===== src/rtl/tt_pkg.sv =====
package tt_pkg;
    localparam int MAX_CH   = 16;
    localparam int CH_IDX_W = 4;

    typedef enum logic [1:0] {
        CH_OFF  = 2'd0,
        CH_ONCE = 2'd1,
        CH_AUTO = 2'd2
    } ch_state_e;

    typedef enum logic {
        TG_HALT  = 1'b0,
        TG_COUNT = 1'b1
    } tg_state_e;
endpackage


===== src/rtl/tt_tick_gen.sv =====
module tt_tick_gen
    import tt_pkg::*;
#(
    parameter int DIV_W = 16
) (
    input  logic             clk,
    input  logic             rst_n,
    input  logic             run_en,
    input  logic [DIV_W-1:0] tick_div,
    output logic             tick
);
    tg_state_e        st_q;
    logic [DIV_W-1:0] pcnt_q;

    always_ff @(posedge clk) begin
        if (!rst_n) st_q <= TG_HALT;
        else        st_q <= run_en ? TG_COUNT : TG_HALT;
    end

    always_ff @(posedge clk) begin
        if (!rst_n) begin
            pcnt_q <= '0;
            tick   <= 1'b0;
        end else begin
            unique case (st_q)
                TG_HALT: begin
                    pcnt_q <= '0;
                    tick   <= 1'b0;
                end
                TG_COUNT: begin
                    if (!run_en) begin
                        pcnt_q <= '0;
                        tick   <= 1'b0;
                    end else if (pcnt_q >= tick_div) begin
                        pcnt_q <= '0;
                        tick   <= 1'b1;
                    end else begin
                        pcnt_q <= pcnt_q + 1'b1;
                        tick   <= 1'b0;
                    end
                end
                default: begin
                    pcnt_q <= '0;
                    tick   <= 1'b0;
                end
            endcase
        end
    end

    AST_TICK_HALT: assert property (@(posedge clk) disable iff (!rst_n)
        !run_en |=> !tick);
endmodule


===== src/rtl/tt_slot.sv =====
module tt_slot
    import tt_pkg::*;
#(
    parameter int PER_W = 16
) (
    input  logic             clk,
    input  logic             rst_n,
    input  logic             tick,
    input  logic             cmd_hit,
    input  logic             cmd_on,
    input  logic             cmd_restart,
    input  logic [PER_W-1:0] cmd_period,
    output logic             expire
);
    ch_state_e        st_q, st_d;
    logic [PER_W-1:0] cnt_q, per_q;
    logic             fire;

    always_comb begin
        fire = tick && (st_q != CH_OFF) && (cnt_q <= PER_W'(1)) && !cmd_hit;
        st_d = st_q;
        unique case (st_q)
            CH_OFF:  begin end
            CH_ONCE: if (fire) st_d = CH_OFF;
            CH_AUTO: begin end
            default: st_d = CH_OFF;
        endcase
        if (cmd_hit) begin
            if (!cmd_on)          st_d = CH_OFF;
            else if (cmd_restart) st_d = CH_AUTO;
            else                  st_d = CH_ONCE;
        end
    end

    always_ff @(posedge clk) begin
        if (!rst_n) st_q <= CH_OFF;
        else        st_q <= st_d;
    end

    always_ff @(posedge clk) begin
        if (!rst_n) begin
            cnt_q <= '0;
            per_q <= '0;
        end else if (cmd_hit && cmd_on) begin
            cnt_q <= cmd_period;
            per_q <= cmd_period;
        end else if (tick && (st_q != CH_OFF)) begin
            if (fire) cnt_q <= (st_q == CH_AUTO) ? per_q : '0;
            else      cnt_q <= cnt_q - 1'b1;
        end
    end

    assign expire = fire;

    AST_ONCE_STOPS: assert property (@(posedge clk) disable iff (!rst_n)
        (st_q == CH_ONCE && fire) |=> (st_q == CH_OFF));
    AST_AUTO_RELOAD: assert property (@(posedge clk) disable iff (!rst_n)
        (st_q == CH_AUTO && fire) |=> (st_q == CH_AUTO && cnt_q == $past(per_q)));
    AST_DISABLE_OFF: assert property (@(posedge clk) disable iff (!rst_n)
        (cmd_hit && !cmd_on) |=> (st_q == CH_OFF));
endmodule


===== src/rtl/tick_timer_table.sv =====
module tick_timer_table
    import tt_pkg::*;
#(
    parameter int NUM_CH = 16,
    parameter int PER_W  = 16,
    parameter int DIV_W  = 16,
    parameter int TCNT_W = 16
) (
    input  logic                clk,
    input  logic                rst_n,
    input  logic                run_en,
    input  logic [DIV_W-1:0]    tick_div,
    input  logic                cmd_valid,
    input  logic [CH_IDX_W-1:0] cmd_chan,
    input  logic                cmd_on,
    input  logic                cmd_restart,
    input  logic [PER_W-1:0]    cmd_period,
    input  logic                evt_clr_we,
    input  logic [MAX_CH-1:0]   evt_clr_bits,
    input  logic                mask_we,
    input  logic [MAX_CH-1:0]   mask_bits,
    input  logic                tick_cnt_clr,
    output logic [MAX_CH-1:0]   evt_q,
    output logic [MAX_CH-1:0]   mask_q,
    output logic [TCNT_W-1:0]   tick_cnt,
    output logic                irq
);
    localparam logic [MAX_CH-1:0] IMPL_MASK = MAX_CH'((32'd1 << NUM_CH) - 32'd1);

    logic              tick;
    logic [MAX_CH-1:0] expire_vec;
    logic [MAX_CH-1:0] clr_vec;

    tt_tick_gen #(.DIV_W(DIV_W)) u_tick (
        .clk      (clk),
        .rst_n    (rst_n),
        .run_en   (run_en),
        .tick_div (tick_div),
        .tick     (tick)
    );

    for (genvar k = 0; k < MAX_CH; k++) begin : g_slot
        if (k < NUM_CH) begin : g_on
            tt_slot #(.PER_W(PER_W)) u_slot (
                .clk         (clk),
                .rst_n       (rst_n),
                .tick        (tick),
                .cmd_hit     (cmd_valid && (cmd_chan == CH_IDX_W'(k))),
                .cmd_on      (cmd_on),
                .cmd_restart (cmd_restart),
                .cmd_period  (cmd_period),
                .expire      (expire_vec[k])
            );
        end else begin : g_off
            assign expire_vec[k] = 1'b0;
        end
    end

    assign clr_vec = evt_clr_we ? evt_clr_bits : '0;

    always_ff @(posedge clk) begin
        if (!rst_n) begin
            evt_q    <= '0;
            mask_q   <= '0;
            tick_cnt <= '0;
            irq      <= 1'b0;
        end else begin
            evt_q <= ((evt_q & ~clr_vec) | expire_vec) & IMPL_MASK;
            if (mask_we) mask_q <= mask_bits & IMPL_MASK;
            if (tick_cnt_clr) tick_cnt <= '0;
            else if (tick)    tick_cnt <= tick_cnt + 1'b1;
            irq <= |(evt_q & mask_q);
        end
    end

    AST_TCNT_CLR: assert property (@(posedge clk) disable iff (!rst_n)
        tick_cnt_clr |=> (tick_cnt == '0));
    AST_TCNT_HOLD: assert property (@(posedge clk) disable iff (!rst_n)
        (!tick_cnt_clr && !tick) |=> $stable(tick_cnt));
    AST_EVT_STICKY: assert property (@(posedge clk) disable iff (!rst_n)
        !evt_clr_we |=> ((evt_q & $past(evt_q)) == $past(evt_q)));
    AST_IRQ_QUIET: assert property (@(posedge clk) disable iff (!rst_n)
        ((evt_q & mask_q) == '0) |=> !irq);
endmodule


===== config.mk =====
export PLATFORM = sky130hd
export DESIGN_NAME = tick_timer_table
export DESIGN_NICKNAME = d
export VERILOG_FILES = /design/src/rtl/tt_pkg.sv /design/src/rtl/tt_tick_gen.sv /design/src/rtl/tt_slot.sv /design/src/rtl/tick_timer_table.sv
export SDC_FILE = /design/constraint.sdc
export NUM_CORES = 2
export LEC_CHECK = 0
export ABC_CLOCK_PERIOD_IN_PS = 4000
export BUFFER_PORTS_ARGS = -buffer_cell sky130_fd_sc_hd__buf_2
export CORE_MARGIN = 8
export CORE_UTILIZATION = 30
export CTS_CLUSTER_DIAMETER = 30
export DETAILED_ROUTE_END_ITERATION = 10
export PLACE_DENSITY = 0.53
export SETUP_SLACK_MARGIN = 0.15
export SLEW_MARGIN = 20
export SYNTH_ARGS = -nofsm -noshare
export SYNTH_HDL_FRONTEND = slang
export SYNTH_HIERARCHICAL = 1
export SYNTH_SLANG_ARGS = --single-unit

===== constraint.sdc =====
create_clock -name clk -period 4 [get_ports clk]
set_clock_uncertainty 0.2 [all_clocks]
set_input_delay 1.2 -clock clk [delete_from_list [all_inputs] [get_ports clk]]
set_output_delay 1.2 -clock clk [all_outputs]
set_load 0.005 [all_outputs]

==> summary.txt <==
Routing
  – Via count: 38,200
  – Average wire per standard cell: 19.73 um
  – Iter 0 DRT Violations: 3,653
  – First-pass iteration count of the detailed router: 6
  – Drc violations: 0
  – Antenna Nets Post-Route: 0
  – Routed vias/inst: 5.657
  – Total routed wirelength: 133.2 mm

Worst setup path
  – Max stage delay on crit path: 0.72 ns
  – CP Capture Type: primary output
  – CP max stage cell: dfxtp_1
  – Max Fanout on Critical Path: 3
  – Crit path DAT: 1.72 ns
  – Critical path buffers and inverters: 1
  – Worst path cell trace: buf_2
  – Classification of the worst setup path: reg -> out
  – Worst Path Required: 2.60 ns
  – Delay-heaviest family, CP: flip-flops
  – Startpoint Class: register

GRT
  – Global-route wire length before repair: 208.6 mm
  – Pin count of the biggest net entering global routing: 51
  – All-Layer GR Usage: 19.38%
  – Vias in the first global route: 36,030
  – Grt ovf: 0
  – Antenna violations before repair: 4

STA
  – Finish-stage setup viols: 0
  – Fmax: 0.3203 GHz
  – Max Slew Vio Count: 0
  – Tmin final: 3.122 ns
  – Final WS setup: 0.8778 ns
  – Final worst path period share: 78.06%
  – Max_slew headroom: 25.98%
  – RSZ-0062 raised after global routing: no
  – Measured slew at the worst slew-check pin: 1.110 ns
  – Fin. Hold Viols: 0
  – Setup_tns: 0 ns

Placed design
  – Cells after DPL: 6,434
  – PortBufs: 125
  – Pre-CTS WS: 0.1611 ns
  – GPL Wtd Cong: 0.8939
  – Hpwl dp: 86.98 mm

Yosys
  – Synth area leaders: dfxtp_1 34%, nand2_1 9.5%, a21oi_1 8.0%
  – Yosys top cell area share: 34.04%
  – Yosys top cell by area: dfxtp_1
  – Syn Nets: 4,893
  – Predominant post-synthesis flop cell: dfxtp_1
  – Syn_area_per_cell: 7.539 sq um
  – Synth unique cells: 85
  – Post-synth ARST share: 0%
  – Mapped Cells: 4,766
  – Post-synth EDFFs: 0
  – Ys Warns: 6
  – Seq/Total Area, Yosys: 34.04%
  – #FFs+latches synth: 611
  – Syn Std Cell Area: 0.03593 sq mm

Job
  – Max_cap viols: 0

Finish
  – Fillcell total: 12,260
  – Final Non-Filler Cells: 6,753
  – Nets: 5,120
  – Layout cells sized above 1: 15.91%
  – Synth-to-layout area growth: 26.89%

Outcome
  – Status: finished, final reports clean

CTS
  – Clock buffer depth: 3
  – Clock root buffer master: clkbuf_16
  – Clk pin slew, worst setup/hold paths: 0.04 ns
  – Post-CTS sizing: 0
  – Clk_lat worst skew: 0.77 ns
  – CTS buffer count: 169
  – Cts hold-fix bufs: 0
  – H-tree levels: 4
  – CTS tree: yes
  – Post-CTS Setup Repair Bufs: 0
  – Clk sinks: 611

Floorplan
  – IO Pins: 126
  – Die Y: 362.1 um
  – Die X: 362.1 um
  – Core Rows: 127
  – Core area: 0.1193 sq mm
  – Initial Utilization: 30.11%
  – Die area: 0.1311 sq mm

Pwr
  – PwrDens: 518.0 mW/mm^2
  – Lkg Pwr: 17.01 nW
  – Maximum vdd ir drop: 422.9 uV

Worst hold path
  – Hold Crit Class: reg -> reg
[sequential cells by signal, summed over array words and instances (netlist names)]
| register | count |
|---|---|
| evt_q | 16 |
| g_slot.g_on.u_slot/cnt_q | 256 |
| g_slot.g_on.u_slot/per_q | 256 |
| g_slot.g_on.u_slot/st_q | 32 |
| irq | 1 |
| mask_q | 16 |
| tick_cnt | 16 |
| u_tick/pcnt_q | 16 |
| u_tick/st_q | 1 |
| u_tick/tick | 1 |
[routing by layer]
metal / global-route usage (%) / vias to the layer above / share of wire [%]
met5: 0 / - / 0
met4: 6.964 / 0 / 2.8
met3: 4.515 / 266 / 7.9
met2: 29.31 / 1462 / 43
met1: 26.79 / 18240 / 46
li1: - / 18230 / -
[kinds of logic (layout without fill, tap and decap cells)]
family,Yosys count,after routing,synth area share (%)
simple gates,2071,2071,29.41
mux,36,36,1.066
other cells,0,1,0
compound gates,1565,1565,28.17
flops,611,611,34.04
xor+xnor,49,49,1.194
fa+ha+maj,50,50,1.741
buf+inv,384,758,4.374
[power by group]
part	internal [W]	switching, W	leakage (nW)	total [W]
combinational	0.000858	0.00156	8.99	0.00242
sequential	0.00622	0.000135	4.93	0.00635
clock	0.0105	0.00439	3.09	0.0149
total	0.0175	0.00608	17.0	0.0236
[cells in the mapped netlist (25+ instances only)]
master / number
buf_2: 35
ha_1: 50
buf_1: 38
o21ai_1: 46
a31oi_1: 75
nor4b_1: 32
a221oi_1: 31
o211ai_1: 64
o21ai_0: 257
and2_1: 44
nand2b_1: 60
nor2_1: 229
dfxtp_1: 611
inv_1: 85
clkbuf_1: 203
and3_1: 59
o31a_1: 45
a21o_1: 48
nor2b_1: 42
nand2_1: 908
or3_1: 53
nor3_1: 163
nand3_1: 105
nor4_1: 98
xnor2_1: 28
o21a_1: 51
o221ai_1: 32
o21bai_1: 25
a21oi_1: 574
a211oi_1: 49
nand4_1: 106
a22oi_1: 48
[final cells by class]
type | count | area (sq um) | area share [%]
multi-input cells | 3771 | 22130 | 48.54
flip-flops and latches | 611 | 12230 | 26.83
clock buffers | 217 | 4751 | 10.42
repair buffers | 347 | 2502 | 5.489
well taps | 1612 | 2017 | 4.424
clock inverters | 101 | 1605 | 3.521
inverters | 93 | 349.1 | 0.7657
diodes | 1 | 2.502 | 0.005489
[final timing paths]
path / startpoint / to / slack (ns) / cells past startpoint
min reg2reg: g_slot[13].g_on.u_slot/per_q[4] / g_slot[13].g_on.u_slot/cnt_q[4] / 0.24 / 2
max: evt_q[13] / evt_q[13] / 0.88 / 1
max reg2reg: u_tick/tick / g_slot[13].g_on.u_slot/cnt_q[0] / 0.97 / 7
min: g_slot[13].g_on.u_slot/per_q[4] / g_slot[13].g_on.u_slot/cnt_q[4] / 0.24 / 2
[metrics by stage]
step	utilization (%)	total power (W)	instance area [sq um]	hold WS, ns
final	38.21	0.02362	45590	0.2397
after floorplan	-	0.008059	35930	0.2273
after global routing	38.20	0.02443	45590	0.2603
after CTS	38.20	0.02383	45590	0.2393
after detailed placement	32.88	0.008825	39230	0.2398
after global placement	32.88	0.008806	39230	0.2377
[cell usage in the layout, fill, tap and decap left out, types with 44 or more instances in the layout]
cell	Yosys	final
o21ai_0	257	257
clkbuf_16	0	170
o211ai_1	64	64
and2_1	44	44
a22oi_1	48	48
and3_1	59	59
a211oi_1	49	49
or3_1	53	53
nand4_1	106	106
buf_2	35	124
nor3_1	163	163
nor4_1	98	98
a31oi_1	75	75
nand2_1	908	908
ha_1	50	50
a21oi_1	574	574
o21ai_1	46	46
nor2_1	229	229
inv_1	85	85
nand2b_1	60	60
a21o_1	48	48
nand3_1	105	105
o31a_1	45	45
buf_4	7	206
o21a_1	51	51
dfxtp_1	611	610
(Power assumes the default switching activity.)
